### config.mk
export PLATFORM = sky130hd
export DESIGN_NAME = mag_cmp_min
export DESIGN_NICKNAME = d
export VERILOG_FILES = /design/src/rtl/cmp_pkg.sv /design/src/rtl/cmp_stage.sv /design/src/rtl/cmp_chain.sv /design/src/rtl/min_sel.sv /design/src/rtl/mag_cmp_min.sv
export SDC_FILE = /design/constraint.sdc
export NUM_CORES = 1
export LEC_CHECK = 0
export ABC_AREA = 1
export ABC_CLOCK_PERIOD_IN_PS = 1390
export BUFFER_PORTS_ARGS = -buffer_cell sky130_fd_sc_hd__buf_4
export CORE_AREA = 2 2 39 41
export DETAILED_ROUTE_END_ITERATION = 7
export DIE_AREA = 0 0 41 43
export GPL_TIMING_DRIVEN = 0
export PLACE_DENSITY_LB_ADDON = 0.15
export SYNTH_ARGS = -nofsm -noshare
export SYNTH_HDL_FRONTEND = slang
export SYNTH_SLANG_ARGS = --single-unit
export TNS_END_PERCENT = 1
### constraint.sdc
create_clock -name vclk -period 1.39
set_input_delay 0.139 -clock vclk [all_inputs]
set_output_delay 0.139 -clock vclk [all_outputs]
set_load 0.05 [all_outputs]
### src/rtl/cmp_pkg.sv
package cmp_pkg;
  timeunit 1ns;
  timeprecision 1ps;

  typedef struct packed {
    logic gt;
    logic eq;
    logic lt;
  } cmp_flags_t;

  localparam cmp_flags_t FLAGS_STANDALONE = '{gt: 1'b0, eq: 1'b1, lt: 1'b0};
endpackage

### src/rtl/cmp_stage.sv
module cmp_stage
  import cmp_pkg::*;
(
  input  logic       a_i,
  input  logic       b_i,
  input  cmp_flags_t up_i,
  output cmp_flags_t dn_o
);
  timeunit 1ns;
  timeprecision 1ps;

  always_comb begin
    dn_o.gt = up_i.gt | (up_i.eq & a_i & ~b_i);
    dn_o.lt = up_i.lt | (up_i.eq & ~a_i & b_i);
    dn_o.eq = up_i.eq & ~(a_i ^ b_i);
  end

  // an upstream decision survives every cell
  always_comb begin
    if (up_i.gt) a_r7_keep_gt : assert (dn_o.gt);
    if (up_i.lt) a_r7_keep_lt : assert (dn_o.lt);
    if (!up_i.eq) a_r6_no_eq_revive : assert (!dn_o.eq);
  end
endmodule

### src/rtl/cmp_chain.sv
module cmp_chain
  import cmp_pkg::*;
#(
  parameter int unsigned WIDTH = 8
) (
  input  logic [WIDTH-1:0] a_i,
  input  logic [WIDTH-1:0] b_i,
  input  cmp_flags_t       casc_i,
  output cmp_flags_t       res_o
);
  timeunit 1ns;
  timeprecision 1ps;

  // link[k+1] feeds the cell for bit k; link[WIDTH] is the cascade entry
  cmp_flags_t link [WIDTH+1];

  assign link[WIDTH] = casc_i;

  for (genvar k = WIDTH - 1; k >= 0; k--) begin : g_cell
    cmp_stage u_stage (
      .a_i (a_i[k]),
      .b_i (b_i[k]),
      .up_i(link[k+1]),
      .dn_o(link[k])
    );
  end

  assign res_o = link[0];
endmodule

### src/rtl/min_sel.sv
module min_sel #(
  parameter int unsigned WIDTH = 8
) (
  input  logic             sel_a_i,
  input  logic [WIDTH-1:0] a_i,
  input  logic [WIDTH-1:0] b_i,
  output logic [WIDTH-1:0] min_o
);
  timeunit 1ns;
  timeprecision 1ps;

  always_comb min_o = sel_a_i ? a_i : b_i;
endmodule

### src/rtl/mag_cmp_min.sv
module mag_cmp_min
  import cmp_pkg::*;
#(
  parameter int unsigned WIDTH = 8
) (
  input  logic [WIDTH-1:0] a_i,
  input  logic [WIDTH-1:0] b_i,
  input  logic             casc_gt_i,
  input  logic             casc_eq_i,
  input  logic             casc_lt_i,
  output logic             gt_o,
  output logic             eq_o,
  output logic             lt_o,
  output logic [WIDTH-1:0] min_o
);
  timeunit 1ns;
  timeprecision 1ps;

  cmp_flags_t casc;
  cmp_flags_t res;

  assign casc = '{gt: casc_gt_i, eq: casc_eq_i, lt: casc_lt_i};

  cmp_chain #(.WIDTH(WIDTH)) u_chain (
    .a_i   (a_i),
    .b_i   (b_i),
    .casc_i(casc),
    .res_o (res)
  );

  assign gt_o = res.gt;
  assign eq_o = res.eq;
  assign lt_o = res.lt;

  min_sel #(.WIDTH(WIDTH)) u_min (
    .sel_a_i(res.lt),
    .a_i    (a_i),
    .b_i    (b_i),
    .min_o  (min_o)
  );

  always_comb begin
    if (casc == FLAGS_STANDALONE) begin
      a_r4_one_flag : assert ($countones({gt_o, eq_o, lt_o}) == 1);
      a_r3_eq_match : assert (eq_o == (a_i == b_i));
      a_r5_min_le_a : assert (min_o <= a_i);
      a_r5_min_le_b : assert (min_o <= b_i);
    end
    if (!casc_eq_i) begin
      a_r6_pass_gt : assert (gt_o == casc_gt_i);
      a_r6_pass_lt : assert (lt_o == casc_lt_i);
    end
  end
endmodule

==> run metrics <==
fraction of power spent switching nets 0.575; GPL Wtd Cong between 0.7 and 0.8; synthesized area roughly 450 µm²; Power Total 482 µW; Yosys warning count 0; Mapped Cells 97; antenna violations before repair 0; clock network power share 0; Setup-failing EPs final 8; syn nets 116; Pleak 0.550 nW; gr ovfl total 0; internal power 205 µW; Detailed Routing Iterations Pass 1 4; WL/cell 9.98 µm; multi-input logic area 515 µm²; crit end category output port; Filler Cell Count about 130; first-pass GRT wire length 2260 µm; max-cap violations 0; seq_cells 0; share of the yosys chip area belonging to registers 0; Starting DRT DRC Count 7; Core Area between 1000 and 1500 µm²; Synth area leader nand2_1; finished layout cell area 981 µm²; # diodes 0; area delta synth->final 120%; top post-synthesis cells by area nand2_1, inv_1, nand3_1, nor2_1, nand2_4; placed cell area between 700 and 800 µm²; Placed Cells between 100 and 150; DP Wirelength 979 µm; FP Rows 14; power per cell area 491 nW/µm²; minimum clock period 1500 ps; Max IR drop VDD just under 0.3 mV; Hold Crit Class in -> out; CP required ~1300 ps; period utilization 1.08; WS Path Type in -> out; Die X 41 µm; initial core utilization 0.322; sequential cell area 0 µm²; Vias per Instance 4.69; pins over their slew limit 0; Finished Core Util 0.709; Die ar. roughly 1800 µm²; setup ws final -105 ps; vias in the first global route 612; Worst Max-Slew Pin Slew 192 ps; largest fanout on the critical path 6; failing checks negative setup slack; final cell count without fillers 150; count leader, synth nand2_1; Psw 277 µW; Slowest cell on crit path or2_4; vias post-DR 704; crit-path max cell delay 250 ps; Startpoint Class primary input; worst hold slack 610 ps; Die Y 43 µm; Worst EP arrival 1360 ps; Max Freq 669 MHz; Most Frequent Cell on Critical Path nand2_4; Slew HR 0.872; Ports 30; outcome finished, violations left; combinational share of power 1.000; layout cell share with drive strength beyond 1 0.552; DRC Markers 0; sequential share of power 0; largest net degree at the start of global routing 11; Avg Inst Size Synth 4.59 µm²; RSZ-0062 raised after global routing true; Synth top area share 0.337; I/O Buffers 30; clk_buf instances 0; antenna-violating nets left 0; final wirelength 1500 µm; Final nets 155; CP cell instances buf_8 -> inv_2 -> nor2_2 -> or2_4 -> nor3_4 -> nand2_4 -> nand2_8 -> nand2_4 -> nand2_4 -> buf_8; unique cell type count in the Yosys netlist 16; Hold Crit Depth 4; Hold Fails Final Rpt 0; hold_buf cts 0; GRT Util Overall 0.172; commonest cells in the netlist nand2_1, inv_1, nor2_1
==> stage by stage <==
step | worst slack [ps] | TNS, ps
finish | -105 | -719
global route | -179 | -1510
CTS | -143 | -1170
detailed placement | -207 | -1800
global placement | -193 | -1680
floorplan | -72.9 | -583
==> placed cells by master, fill, tap and decap left out <==
cell type | netlist | layout
buf_12 | 0 | 1
o21ai_0 | 1 | 1
nand2_2 | 1 | 13
buf_8 | 0 | 10
nor2_1 | 13 | 9
nand2_4 | 2 | 10
buf_6 | 0 | 5
nor2_4 | 0 | 2
nand2_1 | 40 | 21
nand3_1 | 10 | 9
buf_4 | 0 | 19
a21oi_4 | 1 | 1
inv_2 | 2 | 4
nand4_1 | 2 | 2
nor2_2 | 1 | 3
a31oi_1 | 1 | 1
nor3_4 | 1 | 1
inv_1 | 17 | 13
or2_4 | 0 | 1
nand3b_1 | 3 | 3
inv_4 | 0 | 2
a21oi_1 | 1 | 1
nand2_8 | 0 | 1
nand3_2 | 0 | 1
==> repair_timing <==
| action | 4_1_cts | 5_1_grt |
|---|---|---|
| gates cloned | 2 | 0 |
| endpoints found under the setup margin | 10 | 11 |
| resized for setup | 28 | 30 |
| buffers inserted | 4 | 1 |
| pin swaps | 9 | 12 |
==> power by group through the flow <==
stage,registers [mW],logic (mW),clock network (mW)
6_report,0,0.482,0
3_5_place_dp,0,0.347,0
3_3_place_gp,0,0.344,0
4_1_cts,0,0.431,0
2_1_floorplan,0,0.232,0
5_1_grt,0,0.514,0
==> worst max-delay path: cells and delay by family <==
family / cells / cell delay (ps)
buf+inv: 3 / 300
simple gates: 7 / 920
==> cells by family (layout without fill, tap and decap cells) <==
| family | count (synthesis) | after routing | share of synthesized area |
|---|---|---|---|
| AO/OA/AOI/OAI | 4 | 4 | 0.0730 |
| buffers and inverters | 19 | 54 | 0.160 |
| AND/OR/NAND/NOR | 74 | 76 | 0.767 |
==> layer usage <==
metal,GRT usage,routed length [µm],up-vias
li1,-,-,373
met1,0.210,558,307
met2,0.328,847,24
met3,0.00524,90,0
met4,0,0,0
met5,0,0,-
==> path summary, 6_finish.rpt <==
kind | to | startpoint
worst max-delay path | min_o[0] | a_i[5]
worst min-delay path | min_o[5] | a_i[5]
==> area by class of cell <==
cell class / instances / area share
timing repair buffer: 35 / 0.376
tap: 16 / 0.0204
inverter: 19 / 0.0778
multi-input combinational: 80 / 0.526
(Power assumes the default switching activity.)
